<file path="src/rtl/pci_hb_pkg.sv">
package pci_hb_pkg;

    localparam int unsigned DW         = 32;
    localparam int unsigned AW         = 32;
    localparam int unsigned BEW        = DW / 8;
    localparam int unsigned HDR_BYTES  = 256;
    localparam int unsigned HDR_WORDS  = HDR_BYTES / BEW;
    localparam int unsigned HWW        = $clog2(HDR_WORDS);
    localparam int unsigned WIN_SPAN   = 12'h224;
    localparam int unsigned WIN_PGW    = 12;
    localparam int unsigned AP_OFFW    = 18;

    localparam logic [11:0] OFF_CADDR  = 12'h1C0;
    localparam logic [11:0] OFF_MBASE  = 12'h1C4;
    localparam logic [11:0] OFF_IOBASE = 12'h1C8;
    localparam logic [11:0] OFF_CDATA  = 12'h220;

    localparam logic [DW-1:0] MBASE_MASK  = 32'hFF00_0001;
    localparam logic [DW-1:0] IOBASE_MASK = 32'hFFFC_0001;
    localparam logic [15:0]   CMD_RESET   = 16'h0080;
    localparam logic [15:0]   STS_RESET   = 16'h0290;

    typedef enum logic [2:0] {
        ACC_NONE,
        ACC_HDR,
        ACC_CADDR,
        ACC_MBASE,
        ACC_IOBASE,
        ACC_CDATA,
        ACC_APER
    } hb_kind_e;

    typedef enum logic {
        SP_CFG = 1'b0,
        SP_IO  = 1'b1
    } hb_space_e;

    typedef struct packed {
        hb_kind_e               kind;
        logic [HWW-1:0]         word;
        logic [AP_OFFW-1:0]     ap_off;
    } hb_dec_t;

    function automatic hb_dec_t hb_decode(
        input logic [AW-1:0]  addr,
        input logic [BEW-1:0] be,
        input logic [AW-1:0]  win_a,
        input logic [AW-1:0]  win_b,
        input logic [AW-1:0]  ap
    );
        hb_dec_t    d;
        logic       in_win;
        logic [11:0] off;
        d.kind   = ACC_NONE;
        off      = addr[WIN_PGW-1:0];
        d.word   = off[HWW+1:2];
        d.ap_off = addr[AP_OFFW-1:0];
        in_win   = (addr[AW-1:WIN_PGW] == win_a[AW-1:WIN_PGW]) ||
                   (addr[AW-1:WIN_PGW] == win_b[AW-1:WIN_PGW]);
        if (addr[AW-1:AP_OFFW] == ap[AW-1:AP_OFFW]) begin
            d.kind = ACC_APER;
        end else if (in_win && be == '1 && off[1:0] == 2'b00 &&
                     32'(off) < WIN_SPAN) begin
            if (32'(off) < HDR_BYTES)  d.kind = ACC_HDR;
            else if (off == OFF_CADDR)  d.kind = ACC_CADDR;
            else if (off == OFF_MBASE)  d.kind = ACC_MBASE;
            else if (off == OFF_IOBASE) d.kind = ACC_IOBASE;
            else if (off == OFF_CDATA)  d.kind = ACC_CDATA;
        end
        return d;
    endfunction

    function automatic logic [DW-1:0] hdr_reset_word(
        input int unsigned idx,
        input logic [15:0] vid,
        input logic [15:0] did
    );
        if (idx == 0) return {did, vid};
        if (idx == 1) return {STS_RESET, CMD_RESET};
        return '0;
    endfunction

endpackage

</file>
<file path="src/rtl/hb_cfg_hdr.sv">
module hb_cfg_hdr
    import pci_hb_pkg::*;
#(
    parameter logic [15:0] VENDOR_ID = 16'h1AB7,
    parameter logic [15:0] DEVICE_ID = 16'h2C01
) (
    input  logic            clk,
    input  logic            rst,
    input  logic            we,
    input  logic [HWW-1:0]  waddr,
    input  logic [DW-1:0]   wdata,
    input  logic [HWW-1:0]  raddr,
    output logic [DW-1:0]   rdata
);

    logic [DW-1:0] words [HDR_WORDS];

    always_ff @(posedge clk) begin
        if (rst) begin
            for (int i = 0; i < HDR_WORDS; i++) begin
                words[i] <= hdr_reset_word(i, VENDOR_ID, DEVICE_ID);
            end
        end else if (we) begin
            words[waddr] <= wdata;
        end
    end

    assign rdata = words[raddr];

    // first cycle out of reset shows the reset header
    a_r1_hdr_reset: assert property (@(posedge clk) disable iff (rst)
        $past(rst) |-> (words[1] == {STS_RESET, CMD_RESET}));

    // a header write lands in the addressed word
    a_r2_hdr_write: assert property (@(posedge clk) disable iff (rst)
        we |=> (words[$past(waddr)] == $past(wdata)));

endmodule

</file>
<file path="src/rtl/hb_base_regs.sv">
module hb_base_regs
    import pci_hb_pkg::*;
(
    input  logic          clk,
    input  logic          rst,
    input  logic          wr_caddr,
    input  logic          wr_mbase,
    input  logic          wr_iobase,
    input  logic [DW-1:0] wdata,
    output logic [DW-1:0] caddr,
    output logic [DW-1:0] mbase,
    output logic [DW-1:0] iobase
);

    always_ff @(posedge clk) begin
        if (rst) begin
            caddr  <= '0;
            mbase  <= '0;
            iobase <= '0;
        end else begin
            if (wr_caddr)  caddr  <= wdata;
            if (wr_mbase)  mbase  <= wdata & MBASE_MASK;
            if (wr_iobase) iobase <= wdata & IOBASE_MASK;
        end
    end

    a_r3_caddr_full: assert property (@(posedge clk) disable iff (rst)
        wr_caddr |=> (caddr == $past(wdata)));

    a_r4_mbase_drop: assert property (@(posedge clk) disable iff (rst)
        wr_mbase |=> (mbase[23:1] == '0 && mbase[31:24] == $past(wdata[31:24])));

    a_r5_iobase_drop: assert property (@(posedge clk) disable iff (rst)
        wr_iobase |=> (iobase[17:1] == '0 && iobase[0] == $past(wdata[0])));

endmodule

</file>
<file path="src/rtl/hb_irq_route.sv">
module hb_irq_route #(
    parameter int unsigned NDEV = 8,
    parameter int unsigned NIRQ = 4
) (
    input  logic            clk,
    input  logic            rst,
    input  logic [NDEV-1:0] dev_irq,
    output logic [NIRQ-1:0] irq_out
);

    for (genvar k = 0; k < NIRQ; k++) begin : g_line
        always_comb begin
            irq_out[k] = 1'b0;
            for (int i = 0; i < NDEV; i++) begin
                if ((i % NIRQ) == k) irq_out[k] = irq_out[k] | dev_irq[i];
            end
        end
    end

    // no source active means every line is low
    a_r12_quiet: assert property (@(posedge clk) disable iff (rst)
        (dev_irq == '0) |-> (irq_out == '0));

    // an active line needs at least one active source
    a_r12_source: assert property (@(posedge clk) disable iff (rst)
        (irq_out != '0) |-> (dev_irq != '0));

endmodule

</file>
<file path="src/rtl/hb_bus_ctl.sv">
module hb_bus_ctl
    import pci_hb_pkg::*;
(
    input  logic                 clk,
    input  logic                 rst,
    input  logic                 cpu_req,
    input  logic                 cpu_we,
    input  logic [AW-1:0]        cpu_addr,
    input  logic [DW-1:0]        cpu_wdata,
    input  logic [BEW-1:0]       cpu_be,
    input  hb_dec_t              dec,
    input  logic [DW-1:0]        loc_rdata,
    input  logic [DW-1:0]        cfg_addr,
    input  logic [AW-1:AP_OFFW]  io_win,
    output logic                 loc_wr,
    output logic                 cpu_ack,
    output logic [DW-1:0]        cpu_rdata,
    output logic                 ds_req,
    output logic                 ds_space,
    output logic                 ds_we,
    output logic [AW-1:0]        ds_addr,
    output logic [DW-1:0]        ds_wdata,
    output logic [BEW-1:0]       ds_be,
    input  logic                 ds_ack,
    input  logic [DW-1:0]        ds_rdata
);

    typedef enum logic [1:0] {ST_IDLE, ST_WAIT, ST_RESP} st_e;

    st_e           state;
    logic [DW-1:0] rdata_q;
    logic          accept;
    logic          goes_down;

    assign accept    = (state == ST_IDLE) && cpu_req;
    assign goes_down = (dec.kind == ACC_CDATA) || (dec.kind == ACC_APER);
    assign loc_wr    = accept && cpu_we && !goes_down;

    always_ff @(posedge clk) begin
        if (rst) begin
            state    <= ST_IDLE;
            rdata_q  <= '0;
            ds_space <= SP_CFG;
            ds_we    <= 1'b0;
            ds_addr  <= '0;
            ds_wdata <= '0;
            ds_be    <= '0;
        end else begin
            unique case (state)
                ST_IDLE: if (cpu_req) begin
                    if (goes_down) begin
                        state    <= ST_WAIT;
                        ds_we    <= cpu_we;
                        ds_wdata <= cpu_wdata;
                        if (dec.kind == ACC_CDATA) begin
                            ds_space <= SP_CFG;
                            ds_addr  <= cfg_addr;
                            ds_be    <= '1;
                        end else begin
                            ds_space <= SP_IO;
                            ds_addr  <= {io_win, dec.ap_off};
                            ds_be    <= cpu_be;
                        end
                    end else begin
                        state   <= ST_RESP;
                        rdata_q <= cpu_we ? '0 : loc_rdata;
                    end
                end
                ST_WAIT: if (ds_ack) begin
                    state   <= ST_RESP;
                    rdata_q <= ds_we ? '0 : ds_rdata;
                end
                ST_RESP: state <= ST_IDLE;
                default: state <= ST_IDLE;
            endcase
        end
    end

    assign ds_req    = (state == ST_WAIT);
    assign cpu_ack   = (state == ST_RESP);
    assign cpu_rdata = rdata_q;

    a_r6_ack_follows: assert property (@(posedge clk) disable iff (rst)
        (ds_req && ds_ack) |=> (cpu_ack && !ds_req));

    a_r7_read_capture: assert property (@(posedge clk) disable iff (rst)
        (ds_req && ds_ack && !ds_we) |=> (cpu_rdata == $past(ds_rdata)));

    a_r8_ack_pulse: assert property (@(posedge clk) disable iff (rst)
        cpu_ack |=> !cpu_ack);

    a_r10_ap_offset: assert property (@(posedge clk) disable iff (rst)
        (accept && dec.kind == ACC_APER) |=>
            (ds_req && ds_space == SP_IO && ds_addr[AP_OFFW-1:0] == $past(cpu_addr[AP_OFFW-1:0])));

    a_r11_hold: assert property (@(posedge clk) disable iff (rst)
        (ds_req && !ds_ack) |=>
            (ds_req && $stable(ds_addr) && $stable(ds_wdata) && $stable(ds_be) && $stable(ds_space)));

    a_r11_exclusive: assert property (@(posedge clk) disable iff (rst)
        !(ds_req && cpu_ack));

endmodule

</file>
<file path="src/rtl/pci_hb_regs.sv">
module pci_hb_regs
    import pci_hb_pkg::*;
#(
    parameter logic [31:0] WIN_A_BASE = 32'hFE20_0000,
    parameter logic [31:0] WIN_B_BASE = 32'h1E20_0000,
    parameter logic [31:0] AP_BASE    = 32'hFE24_0000,
    parameter logic [15:0] VENDOR_ID  = 16'h1AB7,
    parameter logic [15:0] DEVICE_ID  = 16'h2C01,
    parameter int unsigned NDEV       = 8,
    parameter int unsigned NIRQ       = 4
) (
    input  logic            clk,
    input  logic            rst,
    input  logic            cpu_req,
    input  logic            cpu_we,
    input  logic [31:0]     cpu_addr,
    input  logic [31:0]     cpu_wdata,
    input  logic [3:0]      cpu_be,
    output logic            cpu_ack,
    output logic [31:0]     cpu_rdata,
    output logic            ds_req,
    output logic            ds_space,
    output logic            ds_we,
    output logic [31:0]     ds_addr,
    output logic [31:0]     ds_wdata,
    output logic [3:0]      ds_be,
    input  logic            ds_ack,
    input  logic [31:0]     ds_rdata,
    input  logic [NDEV-1:0] dev_irq,
    output logic [NIRQ-1:0] irq_out
);

    hb_dec_t       dec;
    logic          loc_wr;
    logic [DW-1:0] hdr_rd, caddr, mbase, iobase, loc_rdata;

    assign dec = hb_decode(cpu_addr, cpu_be, WIN_A_BASE, WIN_B_BASE, AP_BASE);

    always_comb begin
        unique case (dec.kind)
            ACC_HDR:    loc_rdata = hdr_rd;
            ACC_CADDR:  loc_rdata = caddr;
            ACC_MBASE:  loc_rdata = mbase;
            ACC_IOBASE: loc_rdata = iobase;
            default:    loc_rdata = '0;
        endcase
    end

    hb_cfg_hdr #(.VENDOR_ID(VENDOR_ID), .DEVICE_ID(DEVICE_ID)) u_hdr (
        .clk   (clk),
        .rst   (rst),
        .we    (loc_wr && dec.kind == ACC_HDR),
        .waddr (dec.word),
        .wdata (cpu_wdata),
        .raddr (dec.word),
        .rdata (hdr_rd)
    );

    hb_base_regs u_regs (
        .clk       (clk),
        .rst       (rst),
        .wr_caddr  (loc_wr && dec.kind == ACC_CADDR),
        .wr_mbase  (loc_wr && dec.kind == ACC_MBASE),
        .wr_iobase (loc_wr && dec.kind == ACC_IOBASE),
        .wdata     (cpu_wdata),
        .caddr     (caddr),
        .mbase     (mbase),
        .iobase    (iobase)
    );

    hb_bus_ctl u_ctl (
        .clk       (clk),
        .rst       (rst),
        .cpu_req   (cpu_req),
        .cpu_we    (cpu_we),
        .cpu_addr  (cpu_addr),
        .cpu_wdata (cpu_wdata),
        .cpu_be    (cpu_be),
        .dec       (dec),
        .loc_rdata (loc_rdata),
        .cfg_addr  (caddr),
        .io_win    (iobase[AW-1:AP_OFFW]),
        .loc_wr    (loc_wr),
        .cpu_ack   (cpu_ack),
        .cpu_rdata (cpu_rdata),
        .ds_req    (ds_req),
        .ds_space  (ds_space),
        .ds_we     (ds_we),
        .ds_addr   (ds_addr),
        .ds_wdata  (ds_wdata),
        .ds_be     (ds_be),
        .ds_ack    (ds_ack),
        .ds_rdata  (ds_rdata)
    );

    hb_irq_route #(.NDEV(NDEV), .NIRQ(NIRQ)) u_irq (
        .clk     (clk),
        .rst     (rst),
        .dev_irq (dev_irq),
        .irq_out (irq_out)
    );

endmodule

</file>
<file path="config.mk">
export PLATFORM = sky130hd
export DESIGN_NAME = pci_hb_regs
export DESIGN_NICKNAME = d
export VERILOG_FILES = /design/src/rtl/pci_hb_pkg.sv /design/src/rtl/hb_cfg_hdr.sv /design/src/rtl/hb_base_regs.sv /design/src/rtl/hb_irq_route.sv /design/src/rtl/hb_bus_ctl.sv /design/src/rtl/pci_hb_regs.sv
export SDC_FILE = /design/constraint.sdc
export NUM_CORES = 2
export LEC_CHECK = 0
export ABC_CLOCK_PERIOD_IN_PS = 4700
export BUFFER_PORTS_ARGS = -buffer_cell sky130_fd_sc_hd__buf_2
export CORE_UTILIZATION = 30
export DETAILED_ROUTE_END_ITERATION = 8
export PLACE_DENSITY = 0.57
export SYNTH_ARGS = -nofsm -noshare
export SYNTH_HDL_FRONTEND = slang
export SYNTH_HIERARCHICAL = 1
export SYNTH_SLANG_ARGS = --single-unit
export TNS_END_PERCENT = 30
</file>
<file path="constraint.sdc">
create_clock -name clk -period 4.7 [get_ports clk]
set_input_delay 0.94 -clock clk [delete_from_list [all_inputs] [get_ports clk]]
set_output_delay 0.94 -clock clk [all_outputs]
set_load 0.1 [all_outputs]
</file>
==> flow_metrics.tcl <==
set metrics [dict create \
    worst_hold_slack_ns 0.282 \
    antenna_found_initial 25 \
    place.gp.congestion 0.895 \
    drtAntennaViolNets 0 \
    fp.coreArea_um2 334000 \
    synthFlopType "edfxtp_1" \
    yosys.area.top_type "edfxtp_1" \
    die_y_um 581 \
    globalRoute.busiestLayer "met2" \
    slew_at_the_pin_closest_to_its_max_slew_limit_ns 1.51 \
    pin_count 221 \
    io_buffer_count 220 \
    report.final.slew_viol_count 26 \
    synth-async-reset-ratio_pct 0 \
    cts_sinks 2208 \
    synth_area_leaders "edfxtp_1 61%, and2_1 13%, mux4_2 12%" \
    groute.layer.met1.usage_pct 24.6 \
    p_total_uw 43700 \
    route.detailed.drc 0 \
    cts_repair_resize_count 1 \
    groute.layer.met3.usage_pct 3.10 \
    fillCellCount 31500 \
    grt_use_met2_pct 29.8 \
    syn2layout_area_growth_pct 18.8 \
    wl_per_cell_um 26.8 \
    worstSetupStartpoint "cpu_addr[22]" \
    floorplan.die_area_um2 338000 \
    final_common_cell "and2_1" \
    powerDensity_nw_per_um2 365 \
    finalSetupViolCount 0 \
    post-route-min-period_ns 4.48 \
    die_x_um 581 \
    period_share_pct 95.4 \
    cts_tree "yes" \
    grt_first_pass_wirelength_um 451000 \
    cts-buffers-inserted 231 \
    hold_class "input port to flip-flop" \
    first_global_vias 60600 \
    reg2reg_to "u_hdr/words[32][8]$_SDFFCE_PN0P_" \
    dr_total_vias 60500 \
    worst_slew_margin_rel_pct -0.675 \
    worst-path-max-fanout 12 \
    r2r_setup_slack_ns 1.07 \
    synth-edff-count 2048 \
    placed_cells 11400 \
    clock_latency_ns 0.91 \
    synthesis.instances 6783 \
    r2r_start "u_ctl/state[0]$_SDFFE_PP0P_" \
    postCtsSetupRepairBufs 0 \
    post_synthesis_sequential_area_ratio_pct 64.2 \
    cp_data_required_time_ns 5.28 \
    cts_hold_buf 0 \
    synth_unique_cells 66 \
    register_area_um2 64700 \
    clock_path_buffers 4 \
    largest_net_degree_at_the_start_of_global_routing 75 \
    arrival_time_at_the_worst_endpoint_ns 5.07 \
    detailed_place_hpwl_um 209000 \
    number_of_cells_on_the_worst_reg_to_reg_path 13 \
    drv_cap 1 \
    share_of_the_synthesized_area_in_the_top_cell_type_pct 61.1 \
    timing.hold.worst_endpoint "u_ctl/ds_be[2]$_SDFFE_PP0P_" \
    fmax_achieved_mhz 223 \
    type_of_element_launching_the_critical_path "input port" \
    worst_setup_hold_path_clk_slew_ns 0.06 \
    worst_setup_path_end_kind "flip-flop" \
    drt_iter0_markers 6869 \
    ys_seq_elements 2208 \
    stdcell_count 11900 \
    rsz0062_at_grt "no" \
    mostFrequentLayoutCells "2,066 x and2_1, 2,048 x edfxtp_1, 557 x buf_4, 515 x mux4_2, 232 x clkbuf_16" \
    drt-total-wl_um 318000 \
    gr-total-overflow 0 \
    groute.usage.overall_pct 18.3 \
    post_synth.cell_area_avg_um2 14.8 \
    worstHoldStart "cpu_be[2]" \
    fin_skew_ns 0.0658 \
    multi_input_comb_area_um2 33200 \
    vdd_ir_drop_max_uv 369 \
    final_layout_size_suffix_gt1_share_pct 26.9 \
    firstDrtPassIters 5 \
    yosys_warnings 6 \
    cellLeakagePower_uw 0.0431 \
    initial_utilization_pct 30.2 \
    finalNetCount 7408 \
    hold_viol_final 0 \
    clk_root_buffer_cell "clkbuf_16" \
    path_class "input port to flip-flop" \
    h_tree_levels 4 \
    syn-cell-area_um2 101000 \
    hold_path_depth 3 \
    status "complete, but fails checks" \
    number_of_rows_created_at_floorplan 212 \
    mean_number_of_vias_per_cell 5.10 \
    violations "capacitance limit, slew limit" \
]
## power breakdown
group          switching (uW)  internal, uW  total, uW
logic                    2420          1420       3850
registers                 181         22000      22200
clock network            7770          9900      17700
total                   10400         33300      43700
## per-stage QoR
step | area (um2) | setup TNS (ns) | utilization (%) | setup WS, ns
after floorplan | 101000 | -5.97 | - | -0.105
after global placement | 112000 | -2043.60 | 33.7 | -1.01
after detailed placement | 112000 | -1687.45 | 33.7 | -0.895
after CTS | 120000 | 0 | 35.8 | 0.181
after global routing | 120000 | 0 | 35.9 | 0.0226
final | 120000 | 0 | 35.9 | 0.217
## registers in the layout (all words and copies together) (netlist names), 2 cells and up
signal / count
u_hdr/words: 2048
u_regs/iobase: 15
u_ctl/ds_wdata: 32
u_ctl/cpu_rdata: 32
u_ctl/ds_be: 4
u_ctl/state: 2
u_regs/caddr: 32
u_regs/mbase: 9
u_ctl/ds_addr: 32
## per-layer routing
layer | vias to the layer above | wire length (um)
met2 | 2517 | 150000
met5 | - | 23
met3 | 449 | 24700
met1 | 31600 | 131000
met4 | 4 | 12100
li1 | 25900 | -
## worst max-delay path by stage
stage,to,slack (ns),cells past startpoint
floorplan,u_hdr/words[34][0]$_SDFFCE_PN0P_,-0.11,14
global placement,u_hdr/words[34][23]$_SDFFCE_PN0P_,-1.01,19
detailed placement,u_hdr/words[32][20]$_SDFFCE_PN0P_,-0.90,19
CTS,u_hdr/words[32][8]$_SDFFCE_PN0P_,0.18,19
global route,u_hdr/words[34][0]$_SDFFCE_PN0P_,0.02,19
finish,u_hdr/words[32][8]$_SDFFCE_PN0P_,0.22,19
## cells by family (layout without fill, tap and decap cells)
group	Yosys count	count (layout)	synth area share [%]
simple gates	2693	2693	16.0
flops	2208	2208	64.2
buf+inv	736	1394	3.33
mux	648	648	12.8
compound gates	496	496	3.58
other cells	1	46	0.00372
xor+xnor	1	1	0.00870
## final cells by class
type,instances,area share (%)
Tap cell,4387,4.59
Sequential cell,2208,54.1
Timing Repair Buffer,969,7.65
Inverter,7,0.0220
Clock buffer,281,5.01
Multi-Input combinational cell,3878,27.7
Clock inverter,137,0.921
Antenna cell,6,0.0125
## cells in the mapped netlist, drive strengths merged, types with 30 or more instances
cell,n
edfxtp,2048
nor2b,30
buf,215
clkbuf,514
nor2,232
nand2,95
mux4,515
o22ai,161
dfxtp,160
and2,2067
a22oi,65
a211oi,84
a21oi,60
nor3b,37
mux2i,129
a31oi,35
or2,73
nor3,53
## worst max-delay path, cell delays in order
cell and delay [ns]:
buf_2 0.11, nor4bb_2 0.33, nand3_1 0.18, a2111oi_4 0.36
nand2b_1 0.17, a311oi_1 0.25, buf_4 0.17, xor2_1 0.08
a21oi_1 0.27, inv_1 0.11, nor3b_1 0.26, nand2b_1 0.26
buf_4 0.24, nor4b_2 0.36, buf_4 0.19, nand2_1 0.15
nor3_4 0.23, or2_4 0.22, buf_12 0.16
Note: power is estimated with default switching activity, not from simulation.
